===== src/rtl/vfdec_pkg.sv =====
package vfdec_pkg;
    typedef enum logic [1:0] {
        RES_IDLE       = 2'd0,
        RES_MISS_GATED = 2'd1,
        RES_MISS_RANGE = 2'd2,
        RES_HIT        = 2'd3
    } dec_result_e;
endpackage


===== src/rtl/vfdec_gate.sv =====
module vfdec_gate #(
    parameter int CNT_W = 16
) (
    input  logic             vfs_on,
    input  logic             vf_mem_en,
    input  logic [CNT_W-1:0] vf_count,
    output logic             open
);
    // Decode is possible only if functions exist, decode is on, and at least one is live.
    assign open = vfs_on && vf_mem_en && (vf_count != '0);
endmodule


===== src/rtl/vfdec_slice_calc.sv =====
module vfdec_slice_calc #(
    parameter int ADDR_W = 32,
    parameter int CNT_W  = 16,
    parameter int LOG2_W = 5
) (
    input  logic [ADDR_W-1:0] addr,
    input  logic [ADDR_W-1:0] base,
    input  logic [LOG2_W-1:0] log2sz,
    input  logic [CNT_W-1:0]  count,
    output logic              in_range,
    output logic [CNT_W-1:0]  slice_num,
    output logic [ADDR_W-1:0] offset
);
    localparam int PAD = ADDR_W - CNT_W;

    logic [ADDR_W-1:0] rel;
    logic [ADDR_W-1:0] idx;
    logic [ADDR_W-1:0] mask;
    logic              above;

    always_comb begin
        rel       = addr - base;
        idx       = rel >> log2sz;
        mask      = ~({ADDR_W{1'b1}} << log2sz);
        above     = (addr >= base);
        in_range  = above && (idx < {{PAD{1'b0}}, count});
        slice_num = idx[CNT_W-1:0] + CNT_W'(1);
        offset    = rel & mask;
    end
endmodule


===== src/rtl/vf_aperture_decoder.sv =====
module vf_aperture_decoder
    import vfdec_pkg::*;
#(
    parameter int ADDR_W = 32,
    parameter int CNT_W  = 16,
    parameter int LOG2_W = 5
) (
    input  logic              clk,
    input  logic              rst_n,
    input  logic              req_valid,
    input  logic [ADDR_W-1:0] req_addr,
    input  logic [ADDR_W-1:0] win_base,
    input  logic [LOG2_W-1:0] slice_log2,
    input  logic [CNT_W-1:0]  vf_count,
    input  logic              vfs_on,
    input  logic              vf_mem_en,
    output logic              out_valid,
    output logic              out_hit,
    output logic [CNT_W-1:0]  out_vf,
    output logic [ADDR_W-1:0] out_offset
);
    logic              gate_open;
    logic              in_range;
    logic [CNT_W-1:0]  slice_num;
    logic [ADDR_W-1:0] slice_off;

    dec_result_e       kind_d;
    dec_result_e       kind_q;
    logic [CNT_W-1:0]  vf_d;
    logic [ADDR_W-1:0] off_d;

    vfdec_gate #(.CNT_W(CNT_W)) u_gate (
        .vfs_on    (vfs_on),
        .vf_mem_en (vf_mem_en),
        .vf_count  (vf_count),
        .open      (gate_open)
    );

    vfdec_slice_calc #(.ADDR_W(ADDR_W), .CNT_W(CNT_W), .LOG2_W(LOG2_W)) u_calc (
        .addr      (req_addr),
        .base      (win_base),
        .log2sz    (slice_log2),
        .count     (vf_count),
        .in_range  (in_range),
        .slice_num (slice_num),
        .offset    (slice_off)
    );

    // Classification of the current request.
    always_comb begin
        if (!req_valid)      kind_d = RES_IDLE;
        else if (!gate_open) kind_d = RES_MISS_GATED;
        else if (!in_range)  kind_d = RES_MISS_RANGE;
        else                 kind_d = RES_HIT;
    end

    // Per-kind result values.
    always_comb begin
        vf_d  = '0;
        off_d = '0;
        unique case (kind_d)
            RES_IDLE:       begin vf_d = '0;        off_d = '0;        end
            RES_MISS_GATED: begin vf_d = '0;        off_d = '0;        end
            RES_MISS_RANGE: begin vf_d = '0;        off_d = '0;        end
            RES_HIT:        begin vf_d = slice_num; off_d = slice_off; end
        endcase
    end

    always_ff @(posedge clk) begin
        if (!rst_n) begin
            kind_q     <= RES_IDLE;
            out_vf     <= '0;
            out_offset <= '0;
        end else begin
            kind_q     <= kind_d;
            out_vf     <= vf_d;
            out_offset <= off_d;
        end
    end

    assign out_valid = (kind_q != RES_IDLE);
    assign out_hit   = (kind_q == RES_HIT);

    p_latency_on_r2: assert property (@(posedge clk) disable iff (!rst_n)
        req_valid |=> out_valid);
    p_latency_off_r2: assert property (@(posedge clk) disable iff (!rst_n)
        !req_valid |=> !out_valid);
    p_vf_in_range_r3: assert property (@(posedge clk) disable iff (!rst_n)
        out_hit |-> (out_vf != '0) && (out_vf <= $past(vf_count)));
    p_zero_count_r7: assert property (@(posedge clk) disable iff (!rst_n)
        (vf_count == '0) |=> !out_hit);
    p_mem_en_gate_r8: assert property (@(posedge clk) disable iff (!rst_n)
        !vf_mem_en |=> !out_hit);
    p_vfs_on_gate_r9: assert property (@(posedge clk) disable iff (!rst_n)
        !vfs_on |=> !out_hit);
    p_miss_zero_r10: assert property (@(posedge clk) disable iff (!rst_n)
        !out_hit |-> (out_vf == '0) && (out_offset == '0));
    p_hit_valid_r11: assert property (@(posedge clk) disable iff (!rst_n)
        out_hit |-> out_valid);
endmodule


===== config.mk =====
export PLATFORM = sky130hd
export DESIGN_NAME = vf_aperture_decoder
export DESIGN_NICKNAME = d
export VERILOG_FILES = /design/src/rtl/vfdec_pkg.sv /design/src/rtl/vfdec_gate.sv /design/src/rtl/vfdec_slice_calc.sv /design/src/rtl/vf_aperture_decoder.sv
export SDC_FILE = /design/constraint.sdc
export NUM_CORES = 1
export LEC_CHECK = 0
export ABC_AREA = 0
export BUFFER_PORTS_ARGS = -buffer_cell sky130_fd_sc_hd__buf_2
export CAP_MARGIN = 20
export CORE_ASPECT_RATIO = 0.8
export CORE_MARGIN = 4
export CORE_UTILIZATION = 50
export DETAILED_ROUTE_END_ITERATION = 16
export PLACE_DENSITY = 0.75
export REMOVE_ABC_BUFFERS = 1
export SLEW_MARGIN = 15
export SYNTH_ARGS = -nofsm -noshare
export SYNTH_HDL_FRONTEND = slang
export SYNTH_SLANG_ARGS = --single-unit

===== constraint.sdc =====
create_clock -name clk -period 6.8 [get_ports clk]
set_clock_uncertainty 0.1 [all_clocks]
set_input_delay 0.68 -clock clk [delete_from_list [all_inputs] [get_ports clk]]
set_output_delay 0.68 -clock clk [all_outputs]
set_load 0.005 [all_outputs]

==> flow_metrics.env <==
export IMPL_synth_distinct_cells=106
export IMPL_synth_area_top_cells="dfxtp_1 (13%), ha_1 (8.4%), nor2_1 (5.4%)"
export IMPL_grt_max_degree=42
export IMPL_cts_buffer_depth=2
export IMPL_multi_input_area_mm2=0.00579
export IMPL_crit_path_max_fanout=41
export IMPL_grt_pass1_wl_um=43800
export IMPL_cp_slowest_cell="a222oi_1"
export IMPL_period_needed_ns=6.37
export IMPL_start_util_pct=51.2
export IMPL_p_per_area_mw_per_mm2=163
export IMPL_chipHeight_um=116
export IMPL_async_reset_ff_share_pct=0
export IMPL_n_fill_cell=1395
export IMPL_clkPwrFrac_pct=18.1
export IMPL_max_freq_ghz=0.157
export IMPL_yosysTopAreaCellShare_pct=13.4
export IMPL_ctsHtreeMaxLevel=2
export IMPL_rsz0062_at_grt="false"
export IMPL_finalSetupTns_ns=0
export IMPL_coreArea_mm2=0.0143
export IMPL_p_sw_share_pct=47.0
export IMPL_vdd_ir_drop_max_mv=0.119
export IMPL_worst_pin_slew_ns=0.850
export IMPL_grt_overflow_total=0
export IMPL_dr_total_vias=8924
export IMPL_grt_pass1_vias=7840
export IMPL_crit_start="req_addr[0]"
export IMPL_grtUsageTotal_pct=33.1
export IMPL_synth_edff_count=0
export IMPL_cp_arrival_ns=6.44
export IMPL_die_w_um=143
export IMPL_critPathRequiredTime_ns=6.88
export IMPL_yosysTopAreaCell="dfxtp_1"
export IMPL_ys_ff_latch=49
export IMPL_rows=39
export IMPL_seq_area_um2=981
export IMPL_synth_most_common_cell="nor2_1"
export IMPL_ys_flop_type="dfxtp_1"
export IMPL_finalCritPeriodShare_pct=93.6
export IMPL_max_stage_delay_ns=0.71
export IMPL_vias_per_cell=6.66
export IMPL_hp_class="input port to flip-flop"
export IMPL_pwr_share_comb_pct=61.1
export IMPL_fp_dieArea_mm2=0.0167
export IMPL_cts_tree="yes"
export IMPL_holdBufCountCts=0
export IMPL_finalSetupViolCount=0
export IMPL_synth_commonest_cells="nor2_1 (105), nand2_1 (93), a21oi_1 (76)"
export IMPL_dp_cells=1332
export IMPL_min_delay_path_depth=3
export IMPL_maxCapViolCount=0
export IMPL_cp_start_kind="input port"
export IMPL_leakagePower_uw=0.00367
export IMPL_drt_first_iter_violations=1221
export IMPL_gp_congestion=1.01
export IMPL_dp_hpwl_um=23100
export IMPL_dr_pass1_iters=6
export IMPL_cts_root_buf="clkbuf_16"
export IMPL_ys_seq_area_share_pct=13.4
export IMPL_wirelength_um=28900
export IMPL_switching_power_uw=650
export IMPL_yosysWarnings=0
export IMPL_routedWlPerCell_um=21.6
export IMPL_netlist_instances=1021
export IMPL_nNetsFinal=1295
export IMPL_portBuffers=138
export IMPL_io_pins=140
export IMPL_seqPwrFrac_pct=20.9
export IMPL_synth_area_mm2=0.00734
export IMPL_slew_headroom_pct=42.7
export IMPL_status="finished clean"
export IMPL_layout_drive_gt1_share_pct=22.4
export IMPL_crit_type="input port to flip-flop"
export IMPL_crit_path_cell_trace="buf_2 > inv_1 > ha_1 > fa_1 > nand2b_1 > a21boi_4 > o211ai_1 > a211o_1 > and3_4 > or2_1 > a222oi_1 > a32oi_1 > o221ai_1 > ha_1 > a21o_1 > a21o_1 > a21oi_1 > o211ai_1 > a311oi_1 > o2111ai_1 > a211o_1 > buf_12 > a2111oi_2"
export IMPL_slew_violations=0
export IMPL_power_uw=1380
export IMPL_clk_pin_slew_ns=0.07
export IMPL_post_route_drc_count=0
export IMPL_avgSynthCellArea_um2=7.19
export IMPL_cts_sinks=49
export IMPL_antenna_found_initial=0
export IMPL_post_cts_setup_buffers=0
export IMPL_ant_nets=0
export IMPL_n_antenna_cell=0
export IMPL_cts_buffers=5
export IMPL_internal_power_uw=732
export IMPL_cp_end_kind="flip-flop"
export IMPL_crit_path_end="out_offset[22]$_SDFF_PN0_"
export IMPL_hold_viol_final=0
export IMPL_final_cells=1340
export IMPL_area_delta_synth_final_pct=15.4
==> stage by stage <==
step                setup WS [ns]  area (um^2)  hold WS, ns  util, %
global route               0.0989         8470        0.677     59.0
global placement            0.382         8320        0.957     58.0
finish                      0.435         8470        0.662     59.0
detailed placement          0.122         8320        0.956     58.0
floorplan                   0.789         7010        0.711        -
CTS                         0.416         8460        0.670     59.0
==> cells in the final DEF (no fill, tap or decap), drive strengths merged, types with 17 or more instances in the layout <==
cell type | synthesis | final
a211oi | 24 | 24
a21oi | 83 | 83
and2 | 17 | 17
buf | 32 | 188
dfxtp | 49 | 49
ha | 49 | 49
inv | 64 | 64
nand2 | 93 | 93
nand3 | 29 | 29
nand4 | 27 | 27
nor2 | 105 | 105
nor3 | 43 | 43
nor4 | 22 | 22
o211ai | 17 | 17
o21ai | 57 | 57
==> routing by layer <==
layer  track usage [%]  vias up  routed length (um)
met2              47.0      650               11600
met4              6.65        0                 546
met5                 0        -                   0
li1                  -     4132                   -
met3              9.86       56                4190
met1              49.6     4086               12600
==> sequential cells by signal, indices dropped and copies added (netlist names) <==
register and flops:
out_offset 31, out_vf 16, kind_q 2
==> critical path: cells and delay by family <==
kind / cells / cell delay, ns
buf+inv: 3 / 0.31
fa+ha+maj: 3 / 0.92
simple gates: 3 / 0.74
compound gates: 14 / 3.76
==> cells by family (layout without fill, tap and decap cells) <==
| family | after synthesis | count (layout) | synth area share [%] |
|---|---|---|---|
| muxes | 25 | 25 | 4.18 |
| adders and majority gates | 50 | 50 | 8.62 |
| other | 1 | 1 | 0.0511 |
| buffers and inverters | 127 | 262 | 7.87 |
| DFF | 49 | 49 | 13.4 |
| xor gates and xnor gates | 21 | 21 | 2.61 |
| and+or+nand+nor | 402 | 402 | 27.8 |
| AOI/OAI and AO/OA | 346 | 346 | 35.5 |
==> worst min path at each step <==
stage,slack [ns],from,to
3_5_place_dp,0.96,out_offset[12]$_SDFF_PN0_,out_offset[12]
5_1_grt,0.68,win_base[0],out_offset[0]$_SDFF_PN0_
4_1_cts,0.67,win_base[0],out_offset[0]$_SDFF_PN0_
6_report,0.66,win_base[0],out_offset[0]$_SDFF_PN0_
2_1_floorplan,0.71,slice_log2[2],out_offset[27]$_SDFF_PN0_
3_3_place_gp,0.96,out_offset[7]$_SDFF_PN0_,out_offset[7]
==> cell type report <==
type                       count  share of cell area (%)
tap                          184                    2.72
inverter                      66                    2.93
clock buffer                   6                    1.52
multi-input combinational    845                    68.3
clock inverter                 2                   0.177
sequential                    49                    11.6
timing repair buffer         188                    12.7
==> power by group through the flow <==
| stage | logic [uW] | registers [uW] | clock network, uW |
|---|---|---|---|
| 2_1_floorplan | 515 | 295 | 0 |
| 3_3_place_gp | 806 | 295 | 0 |
| 3_5_place_dp | 804 | 295 | 0 |
| 4_1_cts | 810 | 289 | 253 |
| 5_1_grt | 901 | 288 | 265 |
| 6_report | 843 | 289 | 249 |
==> what timing repair did <==
item                       CTS  global route
hold endpoints to repair     0             0
setup endpoints to repair    0             9
gates resized for setup      0             1
Power figures use the tool's default switching activity.
